==> config.mk <==
export PLATFORM = sky130hd
export DESIGN_NAME = buck_gate_seq
export DESIGN_NICKNAME = d
export VERILOG_FILES = /design/src/rtl/gs_pkg.sv /design/src/rtl/gs_mode_latch.sv /design/src/rtl/gs_deadtime.sv /design/src/rtl/buck_gate_seq.sv
export SDC_FILE = /design/constraint.sdc
export NUM_CORES = 1
export LEC_CHECK = 0
export CORE_AREA = 5 5 42 44
export CTS_CLUSTER_DIAMETER = 50
export DETAILED_ROUTE_END_ITERATION = 8
export DIE_AREA = 0 0 47 49
export PLACE_DENSITY = 0.69
export SETUP_SLACK_MARGIN = 0.5
export SLEW_MARGIN = 0
export SYNTH_ARGS = -nofsm -noshare
export SYNTH_HDL_FRONTEND = slang
export SYNTH_SLANG_ARGS = --single-unit
==> constraint.sdc <==
create_clock -name clk -period 4.6 [get_ports clk]
set_input_delay 0.46 -clock clk [delete_from_list [all_inputs] [get_ports clk]]
set_output_delay 0.46 -clock clk [all_outputs]
set_load 0.01 [all_outputs]
==> src/rtl/gs_pkg.sv <==
package gs_pkg;

  typedef enum logic [2:0] {
    GS_IDLE    = 3'd0,
    GS_HS_ON   = 3'd1,
    GS_DEAD_HL = 3'd2,
    GS_LS_ON   = 3'd3,
    GS_DEAD_LH = 3'd4
  } gs_state_e;

  // High-side end condition: the trip that counts depends on the mode.
  function automatic logic gs_hs_end(input logic skip, input logic pwm,
                                     input logic skp, input logic lim);
    return lim | (skip ? skp : pwm);
  endfunction

  // Dead-time cap reached once the count of elapsed clocks is lim-1.
  function automatic logic gs_dt_cap(input int unsigned cnt,
                                     input int unsigned lim);
    return (cnt + 1) >= lim;
  endfunction

endpackage

==> src/rtl/gs_mode_latch.sv <==
module gs_mode_latch (
  input  logic clk,
  input  logic rst,
  input  logic tick,
  input  logic req,
  output logic mode_q,
  output logic mode_now
);
  // The request is used from the tick on; between ticks the held copy rules.
  assign mode_now = tick ? req : mode_q;

  always_ff @(posedge clk) begin
    if (rst)       mode_q <= 1'b0;
    else if (tick) mode_q <= req;
  end

  assert_mode_hold_R10: assert property (@(posedge clk) disable iff (rst)
    !$past(tick) |-> mode_q == $past(mode_q));

endmodule

==> src/rtl/gs_deadtime.sv <==
module gs_deadtime #(
  parameter int unsigned DT_MAX = 10
) (
  input  logic clk,
  input  logic rst,
  input  logic run,
  output logic done
);
  import gs_pkg::*;
  localparam int unsigned CW = $clog2(DT_MAX + 1);

  logic [CW-1:0] cnt;

  assign done = gs_dt_cap(32'(cnt), DT_MAX);

  always_ff @(posedge clk) begin
    if (rst || !run)  cnt <= '0;
    else if (!done)   cnt <= cnt + 1'b1;
  end

  assert_cnt_bound_R4: assert property (@(posedge clk) disable iff (rst)
    32'(cnt) < DT_MAX);

endmodule

==> src/rtl/buck_gate_seq.sv <==
module buck_gate_seq #(
  parameter int unsigned DT_MAX = 10
) (
  input  logic clk,
  input  logic rst,
  input  logic ch_en,
  input  logic osc_tick,
  input  logic skip_mode,
  input  logic fb_low,
  input  logic pwm_trip,
  input  logic skip_trip,
  input  logic ilim_pos,
  input  logic ilim_neg,
  input  logic zero_cross,
  input  logic sw_at_zero,
  output logic hs_en,
  output logic ls_en
);
  import gs_pkg::*;

  gs_state_e state, state_nx;
  logic mode_q, mode_now;
  logic dt_run, dt_done;
  logic start_evt, hs_end_evt, ls_end_evt, turn_evt;

  gs_mode_latch u_mode (
    .clk(clk), .rst(rst), .tick(osc_tick), .req(skip_mode),
    .mode_q(mode_q), .mode_now(mode_now)
  );

  assign dt_run = (state == GS_DEAD_HL);

  gs_deadtime #(.DT_MAX(DT_MAX)) u_dt (
    .clk(clk), .rst(rst), .run(dt_run), .done(dt_done)
  );

  // Named events for the next-state logic and the assertions.
  assign start_evt  = osc_tick && (!mode_now || fb_low) && !ilim_pos;
  assign hs_end_evt = gs_hs_end(mode_now, pwm_trip, skip_trip, ilim_pos);
  assign ls_end_evt = ilim_neg || (mode_now && zero_cross);
  assign turn_evt   = sw_at_zero || dt_done;

  always_comb begin
    state_nx = state;
    unique case (state)
      GS_IDLE:    if (start_evt) state_nx = GS_HS_ON;
      GS_HS_ON:   if (hs_end_evt) state_nx = GS_DEAD_HL;
      GS_DEAD_HL: begin
        if (start_evt)      state_nx = GS_HS_ON;
        else if (turn_evt)  state_nx = GS_LS_ON;
      end
      GS_LS_ON: begin
        if (start_evt)       state_nx = GS_DEAD_LH;
        else if (ls_end_evt) state_nx = GS_IDLE;
      end
      GS_DEAD_LH: state_nx = ilim_pos ? GS_IDLE : GS_HS_ON;
      default:    state_nx = GS_IDLE;
    endcase
    if (!ch_en) state_nx = GS_IDLE;
  end

  always_ff @(posedge clk) begin
    if (rst) state <= GS_IDLE;
    else     state <= state_nx;
  end

  assign hs_en = (state == GS_HS_ON);
  assign ls_en = (state == GS_LS_ON);

  assert_no_overlap_R2: assert property (@(posedge clk) disable iff (rst)
    !(hs_en && ls_en));

  assert_ls_after_gap_R2: assert property (@(posedge clk) disable iff (rst)
    $rose(ls_en) |-> !$past(hs_en));

  assert_hs_after_gap_R2: assert property (@(posedge clk) disable iff (rst)
    $rose(hs_en) |-> !$past(ls_en));

  assert_disable_off_R1: assert property (@(posedge clk) disable iff (rst)
    $past(!ch_en) |-> (!hs_en && !ls_en));

  assert_pos_limit_R8: assert property (@(posedge clk) disable iff (rst)
    $past(hs_en && ilim_pos) |-> !hs_en);

  assert_neg_limit_R9: assert property (@(posedge clk) disable iff (rst)
    $past(ls_en && ilim_neg) |-> !ls_en);

  assert_skip_zc_R6: assert property (@(posedge clk) disable iff (rst)
    $past(ls_en && zero_cross && mode_q && !osc_tick) |-> !ls_en);

  assert_dt_cap_R4: assert property (@(posedge clk) disable iff (rst)
    $past(dt_run && dt_done && !osc_tick && ch_en) |-> ls_en);

  assert_trip_wins_R11: assert property (@(posedge clk) disable iff (rst)
    $past(hs_en && !mode_q && pwm_trip) |-> !hs_en);

endmodule

==> flow_summary_export.csv <==
group,metric,value,unit
run_status,status,"finished clean",
critical_path,arrival,1.54,ns
yosys,synth_area,513,µm²
power,pwr_density_cell,206,nW/µm²
yosys,ys.flop_type,"dfxtp_1",
clock_network,clk_latency,0.24,ns
critical_path,worstSetupPathType,"reg2out",
power,p_total,0.141,mW
clock_network,post-cts-setup-buffer-count,0,
detailed_routing,dr_total_vias,469,
finish,fillers,149,
sta,setup_tns,0,ns
placed_design,portBuffers,13,
critical_path,worstSetupStartpointType,"flop",
yosys,yosysTopAreaCell,"dfxtp_1",
detailed_routing,firstDrtPassIters,4,
detailed_routing,route.detailed.drc,0,
critical_path,rr_worst_depth,7,
yosys,syn_inst,58,
placed_design,place.gp.congestion,0.751,
clock_network,cts_root_buf,"clkbuf_4",
sta,skew,0.00188,ns
finish,areaGrowthSynthToFinish,33.7,%
global_route,grtUsageTotal,10.9,%
placed_design,dpl.hpwl,840,µm
die,die_width,47,µm
die,io_pins,14,
die,die_area,2300,µm²
sta,finalSetupViolations,0,
die,die_h,49,µm
detailed_routing,wirelength,1020,µm
sta,rsz0062_at_grt,"no",
clock_network,cts.sinks,8,
clock_network,cts_tree,"done",
critical_path,cp_max_fo,7,
clock_network,cts_buffer_depth,2,
flow_run,maxCapViolations,0,
die,core,1400,µm²
sta,fin_hold_ws,0.520,ns
power,vdd_drop_max,0.137,mV
detailed_routing,vias_per_cell,5.21,
finish,fin_area,686,µm²
yosys,async_flop_share,0,%
clock_network,cts.clk_slew.worst_paths,0.05,ns
sta,drv_slew,0,
yosys,yosysTopAreaCellShare,31.2,%
finish,drive_gt1_share,12.2,%
placed_design,place_inst,87,
critical_path,r2r-start,"u_dt.cnt[1]$_SDFFE_PP0N_",
finish,final_util,48.9,%
finish,multi_input_comb_area,334,µm²
sta,period_needed,2.00,ns
sta,worst_slack,2.60,ns
detailed_routing,wl_per_cell,11.4,µm
global_route,grt_overflow,0,
yosys,yosys_register_bits,8,
detailed_routing,final_antenna_net_count,0,
global_route,grt_pass1_wl,1810,µm
yosys,ys_top_cells_by_area,"dfxtp_1 (31%), nand2b_1 (6.1%), mux2i_1 (5.9%), a221oi_4 (5.1%), nor2_1 (5.1%)",
clock_network,cts-htree-levels,1,
finish,antenna_cells,0,
sta,tightestPinTransition,0.349,ns
finish,layout.cells.non_filler,90,
yosys,synth_nets,72,
yosys,synthDistinctLibCells,27,
worst_hold_path,holdPathEnd,"u_dt.cnt[1]$_SDFFE_PP0N_",
yosys,synth_seq_area_share,31.2,%
detailed_routing,dr.first_iter.drc_count,11,
critical_path,startpoint,"state[0]$_SDFFE_PP0P_",
worst_hold_path,hp-start,"u_dt.cnt[1]$_SDFFE_PP0N_",
power,p_leak,0.268,nW
placed_design,dp_slack,2.48,ns
finish,seqCellArea,160,µm²
global_route,grt_max_degree,9,
yosys,avgSynthCellArea,8.84,µm²
worst_hold_path,worst_hold_path.num_cells,2,
die,start_util,36.6,%
sta,relSlewSlack,76.8,%
sta,max_freq,500,MHz
critical_path,crit_required,4.14,ns
critical_path,r2r-end,"state[1]$_SDFFE_PP0P_",
yosys,yosysWarningCount,0,
die,rows,14,
critical_path,cp-end-kind,"primary output",
placed_design,placed_cell_area,663,µm²
worst_hold_path,hp-class,"reg2reg",
sta,finalCritPeriodShare,43.5,%
global_route,grt_pass1_vias,450,
finish,fin_nets,90,
clock_network,cts_buffers,3,
yosys,synth_edf_count,0,
clock_network,cts-resized-gates,0,
clock_network,ctsHoldBuffers,0,
global_route,antenna_found_initial,0,
sta,finalHoldViolations,0,
critical_path,rrSetupSlack,2.98,ns
[cell usage after synthesis, drive strengths merged, types with 2 or more instances]
cell type,count
o21ai,4
dfxtp,8
ha,2
inv,5
a211oi,2
nand3b,3
nand2b,5
nor3,3
nor2,7
and3,2
mux2i,3
[per-layer routing]
layer | global-route usage, % | wire length [µm]
met4 | 5.53 | 10
met5 | 0 | 0
met2 | 16.1 | 453
met1 | 12.4 | 489
met3 | 5.54 | 69
[cell families (layout without fill, tap and decap cells)]
family | Yosys count | after routing | share of synthesized area, %
flip-flops | 8 | 8 | 31.2
XOR/XNOR | 1 | 1 | 1.71
AO/OA/AOI/OAI | 13 | 13 | 22.4
multiplexers | 3 | 3 | 5.85
AND/OR/NAND/NOR | 26 | 26 | 30.2
buffers and inverters | 5 | 21 | 3.66
adder cells (fa/ha/maj) | 2 | 2 | 4.88
[cells in the final DEF (no fill, tap or decap)]
cell type | synthesis | final
or3_4 | 1 | 1
nand2_1 | 1 | 1
a32oi_1 | 1 | 1
and3_1 | 2 | 2
xor2_1 | 1 | 1
a311oi_1 | 1 | 1
nor3_1 | 3 | 3
nor2_1 | 7 | 7
nor3b_1 | 1 | 1
nand3b_1 | 2 | 2
dfxtp_1 | 8 | 8
o31ai_2 | 1 | 1
o31a_1 | 1 | 1
inv_1 | 5 | 5
clkdlybuf4s50_1 | 0 | 13
nor2b_1 | 1 | 1
a21oi_1 | 1 | 1
nand2b_1 | 5 | 5
or4b_2 | 1 | 1
o21ai_0 | 3 | 3
a211oi_1 | 2 | 2
nand3_1 | 1 | 1
a221oi_4 | 1 | 1
clkbuf_4 | 0 | 3
a31oi_1 | 1 | 1
o21ai_2 | 1 | 1
nand3b_2 | 1 | 1
ha_1 | 2 | 2
mux2i_1 | 3 | 3
[final cells by class]
type / count / area share (%)
Multi-Input combinational cell: 45 / 48.7
Sequential cell: 8 / 23.4
Timing Repair Buffer: 13 / 19.0
Clock buffer: 3 / 3.28
Tap cell: 16 / 2.92
Inverter: 5 / 2.74
[where the power goes]
group          leakage [nW]  switching, mW  internal [mW]
clock network        0.0138         0.0216         0.0297
registers            0.0647       0.000673         0.0702
logic                 0.189        0.00614         0.0130
total                 0.268         0.0284          0.113
[worst max path at each step]
stage | end | cells past startpoint
after floorplan | state[1]$_SDFFE_PP0P_ | 5
after global placement | state[1]$_SDFFE_PP0P_ | 6
after detailed placement | state[1]$_SDFFE_PP0P_ | 6
after CTS | hs_en | 2
after global routing | hs_en | 2
final | hs_en | 2
[sequential cells by signal, indices dropped and copies added (netlist names)]
signal         count
u_dt.cnt           4
u_mode.mode_q      1
state              3
[critical path, stage by stage (launching register included)]
cell and delay, ns:
dfxtp_1 0.42, nor3b_1 0.28, clkdlybuf4s50_1 0.59
Power figures use the tool's default switching activity.
